$ cat config.mk
export PLATFORM = sky130hd
export DESIGN_NAME = vid_i2c_regfile
export DESIGN_NICKNAME = d
export VERILOG_FILES = /design/src/rtl/vid_i2c_pkg.sv /design/src/rtl/vid_i2c_line_sync.sv /design/src/rtl/vid_i2c_slave_fsm.sv /design/src/rtl/vid_adc_result_bank.sv /design/src/rtl/vid_i2c_regfile.sv
export SDC_FILE = /design/constraint.sdc
export NUM_CORES = 1
export LEC_CHECK = 0
export CORE_UTILIZATION = 58
export CTS_BUF_LIST = sky130_fd_sc_hd__clkbuf_4
export CTS_CLUSTER_SIZE = 30
export DETAILED_ROUTE_END_ITERATION = 8
export PLACE_DENSITY = 0.82
export SETUP_SLACK_MARGIN = 0.02
export SYNTH_ARGS = -nofsm -noshare
export SYNTH_HDL_FRONTEND = slang
export SYNTH_SLANG_ARGS = --single-unit
$ cat constraint.sdc
create_clock -name clk -period 2.6 [get_ports clk]
set_input_delay 0.39 -clock clk [delete_from_list [all_inputs] [get_ports clk]]
set_output_delay 0.39 -clock clk [all_outputs]
set_load 0.02 [all_outputs]
$ cat src/rtl/vid_i2c_pkg.sv
package vid_i2c_pkg;

    localparam int SET_W    = 6;
    localparam int NUM_WR   = 5;
    localparam int NUM_ADC  = 2;
    localparam int NUM_RD   = 1 + NUM_ADC;
    localparam int IDX_W    = $clog2(NUM_WR + 1);
    localparam int CH_W     = (NUM_ADC > 1) ? $clog2(NUM_ADC) : 1;

    localparam logic [2:0] DEVICE_ID = 3'b000;

    localparam logic [IDX_W-1:0] SUB_CTL   = IDX_W'(0);
    localparam logic [IDX_W-1:0] SUB_PEAK  = IDX_W'(1);
    localparam logic [IDX_W-1:0] SUB_STEEP = IDX_W'(2);
    localparam logic [IDX_W-1:0] SUB_CORE  = IDX_W'(3);
    localparam logic [IDX_W-1:0] SUB_WIDTH = IDX_W'(4);
    localparam logic [IDX_W-1:0] SUB_LAST  = IDX_W'(NUM_WR - 1);

    typedef enum logic [3:0] {
        ST_IDLE,
        ST_ADDR,
        ST_ADDR_ACK,
        ST_SUB,
        ST_SUB_ACK,
        ST_WDATA,
        ST_WDATA_ACK,
        ST_RDATA,
        ST_RACK
    } bus_state_e;

    typedef struct packed {
        logic cfs;
        logic fhs;
        logic ams;
        logic stb;
    } ctl_bits_t;

    typedef struct packed {
        logic             dv;
        logic [SET_W-1:0] code;
    } adc_slot_t;

    typedef struct packed {
        logic start;
        logic stop;
        logic rise;
        logic fall;
        logic sda;
    } line_ev_t;

    function automatic logic [6:0] slave_addr(input logic strap);
        return {strap, 1'b1, strap, 4'b0000};
    endfunction

    function automatic logic [IDX_W-1:0] rd_next(input logic [IDX_W-1:0] idx);
        return (idx >= IDX_W'(NUM_RD - 1)) ? '0 : idx + IDX_W'(1);
    endfunction

endpackage

$ cat src/rtl/vid_i2c_line_sync.sv
module vid_i2c_line_sync
    import vid_i2c_pkg::*;
(
    input  logic     clk,
    input  logic     rst,
    input  logic     scl_i,
    input  logic     sda_i,
    output line_ev_t ev
);

    logic [2:0] scl_p;
    logic [2:0] sda_p;

    always_ff @(posedge clk) begin
        if (rst) begin
            scl_p <= '1;
            sda_p <= '1;
        end else begin
            scl_p <= {scl_p[1:0], scl_i};
            sda_p <= {sda_p[1:0], sda_i};
        end
    end

    always_comb begin
        ev.rise  = scl_p[1] & ~scl_p[2];
        ev.fall  = ~scl_p[1] & scl_p[2];
        ev.start = scl_p[1] & scl_p[2] & sda_p[2] & ~sda_p[1];
        ev.stop  = scl_p[1] & scl_p[2] & ~sda_p[2] & sda_p[1];
        ev.sda   = sda_p[1];
    end

endmodule

$ cat src/rtl/vid_i2c_slave_fsm.sv
module vid_i2c_slave_fsm
    import vid_i2c_pkg::*;
(
    input  logic             clk,
    input  logic             rst,
    input  line_ev_t         ev,
    input  logic             strap,
    input  logic [7:0]       rd_byte,
    output logic             sda_oe,
    output logic             wr_en,
    output logic [IDX_W-1:0] wr_idx,
    output logic [7:0]       wr_data,
    output logic             rd_load,
    output logic [IDX_W-1:0] rd_load_idx,
    output logic             rd_busy,
    output logic [IDX_W-1:0] rd_cur_idx
);

    bus_state_e       state;
    logic [3:0]       cnt;
    logic [7:0]       sh;
    logic [7:0]       tx;
    logic [IDX_W-1:0] wptr;
    logic             nack_q;

    logic byte_done;
    assign byte_done = ev.fall && (cnt == 4'd8);

    always_comb begin
        rd_load     = ev.fall && ((state == ST_ADDR_ACK && sh[0]) ||
                                  (state == ST_RACK && !nack_q));
        rd_load_idx = (state == ST_ADDR_ACK) ? '0 : rd_next(rd_cur_idx);
        rd_busy     = (state == ST_RDATA) || (state == ST_RACK);
        wr_en       = byte_done && (state == ST_WDATA) && (wptr <= SUB_LAST);
        wr_idx      = wptr;
        wr_data     = sh;
        sda_oe      = (state == ST_ADDR_ACK) || (state == ST_SUB_ACK) ||
                      (state == ST_WDATA_ACK) || (state == ST_RDATA && !tx[7]);
    end

    always_ff @(posedge clk) begin
        if (rst) begin
            state      <= ST_IDLE;
            cnt        <= '0;
            sh         <= '0;
            tx         <= '1;
            wptr       <= '0;
            nack_q     <= 1'b1;
            rd_cur_idx <= '0;
        end else if (ev.start) begin
            state <= ST_ADDR;
            cnt   <= '0;
        end else if (ev.stop) begin
            state <= ST_IDLE;
        end else begin
            case (state)
                ST_ADDR, ST_SUB, ST_WDATA: begin
                    if (ev.rise) begin
                        sh  <= {sh[6:0], ev.sda};
                        cnt <= cnt + 4'd1;
                    end else if (byte_done) begin
                        if (state == ST_ADDR) begin
                            state <= (sh[7:1] == slave_addr(strap)) ? ST_ADDR_ACK : ST_IDLE;
                        end else if (state == ST_SUB) begin
                            if (sh <= 8'(NUM_WR - 1)) begin
                                wptr  <= sh[IDX_W-1:0];
                                state <= ST_SUB_ACK;
                            end else begin
                                state <= ST_IDLE;
                            end
                        end else begin
                            if (wptr <= SUB_LAST) begin
                                wptr  <= wptr + IDX_W'(1);
                                state <= ST_WDATA_ACK;
                            end else begin
                                state <= ST_IDLE;
                            end
                        end
                    end
                end
                ST_ADDR_ACK: begin
                    if (ev.fall) begin
                        cnt <= '0;
                        if (sh[0]) begin
                            state      <= ST_RDATA;
                            tx         <= rd_byte;
                            rd_cur_idx <= rd_load_idx;
                        end else begin
                            state <= ST_SUB;
                        end
                    end
                end
                ST_SUB_ACK, ST_WDATA_ACK: begin
                    if (ev.fall) begin
                        state <= ST_WDATA;
                        cnt   <= '0;
                    end
                end
                ST_RDATA: begin
                    if (ev.rise) begin
                        cnt <= cnt + 4'd1;
                    end else if (byte_done) begin
                        state <= ST_RACK;
                    end else if (ev.fall) begin
                        tx <= {tx[6:0], 1'b1};
                    end
                end
                ST_RACK: begin
                    if (ev.rise) begin
                        nack_q <= ev.sda;
                    end else if (ev.fall) begin
                        if (nack_q) begin
                            state <= ST_IDLE;
                        end else begin
                            state      <= ST_RDATA;
                            tx         <= rd_byte;
                            rd_cur_idx <= rd_load_idx;
                            cnt        <= '0;
                        end
                    end
                end
                default: state <= ST_IDLE;
            endcase
        end
    end

    assert_release_after_stop_R11: assert property (@(posedge clk) disable iff (rst)
        ev.stop |=> !sda_oe)
        else $error("SDA still driven after STOP");

    assert_load_enters_read_R6: assert property (@(posedge clk) disable iff (rst)
        rd_load |=> rd_busy)
        else $error("read byte loaded without entering read phase");

    assert_no_write_while_reading_R3: assert property (@(posedge clk) disable iff (rst)
        rd_busy |-> !wr_en)
        else $error("write strobe during read transfer");

endmodule

$ cat src/rtl/vid_adc_result_bank.sv
module vid_adc_result_bank
    import vid_i2c_pkg::*;
(
    input  logic             clk,
    input  logic             rst,
    input  logic             flyback,
    input  logic [SET_W-1:0] adc_code,
    input  logic             acc_valid,
    input  logic [IDX_W-1:0] acc_idx,
    output logic [CH_W-1:0]  adc_ch,
    output adc_slot_t        slot_o [NUM_ADC]
);

    always_ff @(posedge clk) begin
        if (rst) begin
            adc_ch <= '0;
        end else if (flyback) begin
            adc_ch <= (adc_ch == CH_W'(NUM_ADC - 1)) ? '0 : adc_ch + CH_W'(1);
        end
    end

    for (genvar c = 0; c < NUM_ADC; c++) begin : g_ch
        adc_slot_t q;
        logic      hit;
        assign hit = acc_valid && (acc_idx == IDX_W'(c + 1));

        always_ff @(posedge clk) begin
            if (rst) begin
                q <= '0;
            end else if (flyback && adc_ch == CH_W'(c)) begin
                q.dv   <= !hit;
                q.code <= adc_code;
            end
        end

        assign slot_o[c] = q;
    end

    assert_ch_toggles_R9: assert property (@(posedge clk) disable iff (rst)
        flyback |=> (adc_ch != $past(adc_ch)))
        else $error("channel select did not advance at flyback");

    assert_collide_clears_dv_R10: assert property (@(posedge clk) disable iff (rst)
        (flyback && acc_valid && acc_idx == IDX_W'(adc_ch) + IDX_W'(1))
            |=> !slot_o[$past(adc_ch)].dv)
        else $error("collided store left data valid set");

    assert_clean_sets_dv_R10: assert property (@(posedge clk) disable iff (rst)
        (flyback && !acc_valid) |=> slot_o[$past(adc_ch)].dv)
        else $error("clean store did not set data valid");

endmodule

$ cat src/rtl/vid_i2c_regfile.sv
module vid_i2c_regfile
    import vid_i2c_pkg::*;
(
    input  logic       clk,
    input  logic       rst,
    input  logic       scl_i,
    input  logic       sda_i,
    output logic       sda_oe,
    input  logic       addr_strap,
    input  logic       power_fail,
    input  logic       field_flyback,
    input  logic [5:0] adc_code,
    output logic       adc_ch,
    output logic       ctl_stb,
    output logic       ctl_ams,
    output logic       ctl_fhs,
    output logic       ctl_cfs,
    output logic [5:0] peak_lvl,
    output logic [5:0] steep_lvl,
    output logic [5:0] coring_lvl,
    output logic [5:0] width_lvl
);

    line_ev_t         ev;
    logic             wr_en;
    logic [IDX_W-1:0] wr_idx;
    logic [7:0]       wr_data;
    logic             rd_load;
    logic [IDX_W-1:0] rd_load_idx;
    logic             rd_busy;
    logic [IDX_W-1:0] rd_cur_idx;
    logic [7:0]       rd_byte;
    logic             pdd_q;
    ctl_bits_t        ctl_q;
    logic [SET_W-1:0] set_q [1:NUM_WR-1];
    adc_slot_t        slot [NUM_ADC];
    logic [CH_W-1:0]  ch_sel;

    vid_i2c_line_sync u_sync (
        .clk   (clk),
        .rst   (rst),
        .scl_i (scl_i),
        .sda_i (sda_i),
        .ev    (ev)
    );

    vid_i2c_slave_fsm u_fsm (
        .clk         (clk),
        .rst         (rst),
        .ev          (ev),
        .strap       (addr_strap),
        .rd_byte     (rd_byte),
        .sda_oe      (sda_oe),
        .wr_en       (wr_en),
        .wr_idx      (wr_idx),
        .wr_data     (wr_data),
        .rd_load     (rd_load),
        .rd_load_idx (rd_load_idx),
        .rd_busy     (rd_busy),
        .rd_cur_idx  (rd_cur_idx)
    );

    vid_adc_result_bank u_bank (
        .clk       (clk),
        .rst       (rst),
        .flyback   (field_flyback),
        .adc_code  (adc_code),
        .acc_valid (rd_load || rd_busy),
        .acc_idx   (rd_load ? rd_load_idx : rd_cur_idx),
        .adc_ch    (ch_sel),
        .slot_o    (slot)
    );

    always_ff @(posedge clk) begin
        if (rst) begin
            ctl_q <= '0;
        end else if (wr_en && wr_idx == SUB_CTL) begin
            ctl_q <= wr_data[3:0];
        end
    end

    for (genvar g = 1; g < NUM_WR; g++) begin : g_set
        logic [SET_W-1:0] q;
        always_ff @(posedge clk) begin
            if (rst) begin
                q <= '0;
            end else if (wr_en && wr_idx == IDX_W'(g)) begin
                q <= wr_data[SET_W-1:0];
            end
        end
        assign set_q[g] = q;
    end

    always_ff @(posedge clk) begin
        if (rst) begin
            pdd_q <= 1'b1;
        end else if (power_fail) begin
            pdd_q <= 1'b1;
        end else if (rd_load && rd_load_idx == '0) begin
            pdd_q <= 1'b0;
        end
    end

    always_comb begin
        rd_byte = {4'b0000, DEVICE_ID, pdd_q};
        for (int k = 0; k < NUM_ADC; k++) begin
            if (rd_load_idx == IDX_W'(k + 1)) begin
                rd_byte = {1'b0, slot[k]};
            end
        end
    end

    assign adc_ch     = ch_sel[0];
    assign ctl_stb    = ctl_q.stb;
    assign ctl_ams    = ctl_q.ams;
    assign ctl_fhs    = ctl_q.fhs;
    assign ctl_cfs    = ctl_q.cfs;
    assign peak_lvl   = set_q[SUB_PEAK];
    assign steep_lvl  = set_q[SUB_STEEP];
    assign coring_lvl = set_q[SUB_CORE];
    assign width_lvl  = set_q[SUB_WIDTH];

    assert_pdd_set_R7: assert property (@(posedge clk) disable iff (rst)
        power_fail |=> pdd_q)
        else $error("power-loss flag not set");

    assert_pdd_clear_R7: assert property (@(posedge clk) disable iff (rst)
        (rd_load && rd_load_idx == '0 && !power_fail) |=> !pdd_q)
        else $error("power-loss flag survived a status read");

    assert_ctl_stable_R4: assert property (@(posedge clk) disable iff (rst)
        !wr_en |=> $stable(ctl_q))
        else $error("control bits changed without a write");

endmodule

==> reports/qor.yml <==
outcome:
  status: "finished with violations"
  failed_checks: "design-rule violations"
layout:
  final_common_cell: "dfxtp_1"
  n_antenna_cell: 0
  drive_above_1_share: 0.0904
  seq_area_mm2: 0.00163
  final_cell_mix: "dfxtp_1 (78), nand2_1 (75), a21oi_1 (41), clkdlybuf4s50_1 (41), mux2i_1 (26)"
  area_growth_pct: 15.5
  fill_cells: 526
  multi_input_area_mm2: 0.00212
  fin_nets: 515
  finalInstanceArea_mm2: 0.00453
hold_path:
  hp-class: "reg2reg"
detailed_routing:
  dr.pass1.iters: 7
  wire_per_inst_um: 15.0
  wl_mm: 8.64
  drtAntennaViolNets: 0
  vias_per_cell: 6.01
  via_count: 3456
  drtIter0Drc: 205
  drc: 12
floorplanning:
  die_h_um: 84.2
  die_width_um: 84.2
  row_count: 29
  initial_core_util: 0.610
  core_area_mm2: 0.00642
  pin_count: 43
  dieArea_mm2: 0.00709
timing:
  rsz0062_at_grt: "false"
  max_freq_mhz: 419
  fin_crit_ns: 2.39
  finalMaxSlewViolations: 0
  post-route-period-util: 0.918
  finClkSkew_ns: 0.0187
  tightest_slew_ns: 0.798
  hold_viol: 0
  final.setup.tns_ns: 0
  maxSlewHeadroom: 0.466
  setup_viol: 0
grt:
  grt_pass1_wl_mm: 14.4
  grt_overflow_total: 0
  grt_usage: 0.256
  grt_start_max_net_pins: 58
  grt_pass1_vias: 3128
  antenna_found_initial: 0
worst_setup_path:
  cp.arrival_ns: 2.00
  cp_slowest_cell: "clkdlybuf4s50_1"
  crit_buf_inv: 2
  path_class: "reg2out"
  cp-end-kind: "primary output"
  critPathMaxStageDelay_ns: 0.63
  worstPathCellList: "inv_1, o21ai_0, a2bb2oi_1, nor2_1, clkdlybuf4s50_1"
  worst_setup_path_start_kind: "flop"
  crit_family: "buffers and inverters"
  crit_path_max_fanout: 9
  required_ns: 2.21
clock_tree:
  root_buffer: "clkbuf_4"
  cts_tree: "done"
  cts_buffer_depth: 2
  cts.htree.levels: 3
  cts_sinks: 81
  numCtsBuffers: 9
  path_clk_slew_ns: 0.13
  clk-insertion-delay-late_ns: 0.44
power:
  cellLeakagePower_nw: 1.62
  powerDensity_mw_per_mm2: 581
  irDropWorstVdd_uv: 379
placed_design:
  io_buffers: 42
  dp_hpwl_mm: 6.13
  dpl_cell_area_mm2: 0.00438
  place_congestion: 0.887
logic_synthesis:
  synth_area_mm2: 0.00392
  syn_nets: 483
  yosysSeqAreaShare: 0.414
  synthCells: 461
  synth_seq_cells: 81
  yosys_warnings: 0
  synth_edf_count: 0
  synth_cell_types: 63
  async_reset_ff_frac: 0
  synth_top_flop_cell: "dfxtp_1"
  syn_area_per_cell_um2: 8.50
job:
  drv_cap: 0
## where the power goes
part	switching, mW	internal (mW)
Clock	0.450	0.293
Sequential	0.0804	1.28
Combinational	0.288	0.235
## synthesized netlist by cell type (all sizes together) (2+ instances only)
cell     instances  area (um2)
dfxtp           81        1620
nand2           75         282
a21oi           41         205
clkbuf          26        98.8
mux2i           26         260
nor2            22        82.6
nand3           19        95.1
o21ai           15        75.1
inv             11        41.3
nand2b          11        68.8
ha               9         113
buf              7        36.3
nor3             7        35.0
or2              7        43.8
a221oi           6        52.6
a31oi            6        37.5
and2             6        37.5
nor4             6        67.6
o32ai            6        52.6
or3              6        37.5
nor2b            5        31.3
and3             4        25.0
nor3b            4        30.0
o211ai           4        30.0
o31ai            4        30.0
a311oi           3        26.3
nand4            3        18.8
o2111a           3        33.8
a31o             2        17.5
nand3b           2        15.0
nand4b           2        17.5
nand4bb          2        22.5
nor4b            2        17.5
nor4bb           2        20.0
o21a             2        15.0
o41ai            2        17.5
or4b             2        27.5
xor2             2        17.5
## registers in the layout (all words and copies together), names as in the netlist, 4 cells and up
register / cells
u_fsm.wr_data: 8
steep_lvl: 6
u_fsm.cnt: 4
u_fsm.tx: 8
coring_lvl: 6
u_bank.slot_o: 14
u_fsm.state: 4
peak_lvl: 6
width_lvl: 6
## final timing paths
| check | start | endpoint | slack (ns) | cells after the start |
|---|---|---|---|---|
| max | u_fsm.state[2] | sda_oe | 0.21 | 5 |
| min reg2reg | u_sync.sda_p[0] | u_sync.sda_p[1] | 0.44 | 1 |
| max reg2reg | u_fsm.rd_cur_idx[0] | u_fsm.tx[4] | 0.33 | 7 |
| min | u_sync.sda_p[0] | u_sync.sda_p[1] | 0.44 | 1 |
## through the flow
stage	cells	hold slack (ns)	total power [mW]	setup slack [ns]	util
final	575	0.436	2.63	0.214	0.705
after global routing	575	0.454	2.75	0.0729	0.705
after global placement	559	0.391	1.88	0.500	0.683
after detailed placement	559	0.405	1.90	0.389	0.683
after CTS	575	0.436	2.63	0.0693	0.704
after floorplan	461	0.389	1.74	0.456	-
## per-layer routing
metal | part of all wire | vias up | track usage | wire [um]
met5 | 0 | - | 0 | 0
met4 | 0.019 | 0 | 0.0878 | 163
met3 | 0.047 | 15 | 0.0747 | 403
met2 | 0.50 | 97 | 0.431 | 4310
met1 | 0.44 | 1615 | 0.316 | 3760
li1 | - | 1729 | - | -
## kinds of logic (layout without fill, tap and decap cells)
family	after synthesis	in the layout	share of synthesized area
AND/OR/NAND/NOR	192	192	0.260
flip-flops	81	81	0.414
multiplexers	26	26	0.0664
XOR/XNOR	2	2	0.00447
adder cells (fa/ha/maj)	9	9	0.0287
AO/OA/AOI/OAI	107	107	0.181
buffers and inverters	44	81	0.0450
## layout make-up
cell class              count  share of cell area
repair buffers             54               0.112
clock inverters             7              0.0155
flip-flops and latches     81               0.359
well taps                  77              0.0213
inverters                  11             0.00912
clock buffers               9              0.0149
multi-input cells         336               0.468
## worst register-to-register path: stages, from the launching register on
cell	delay (ns)
dfxtp_1	0.51
inv_1	0.08
ha_1	0.34
or3b_1	0.42
nor3_1	0.24
buf_4	0.20
a221oi_1	0.08
o32ai_1	0.30
## what timing repair did
| item | 4_1_cts | 5_1_grt |
|---|---|---|
| setup buffers | 0 | 0 |
| hold buffers | 0 | 0 |
| gates resized for setup | 0 | 3 |
| setup endpoints to repair | 0 | 1 |
Note: power is estimated with default switching activity, not from simulation.
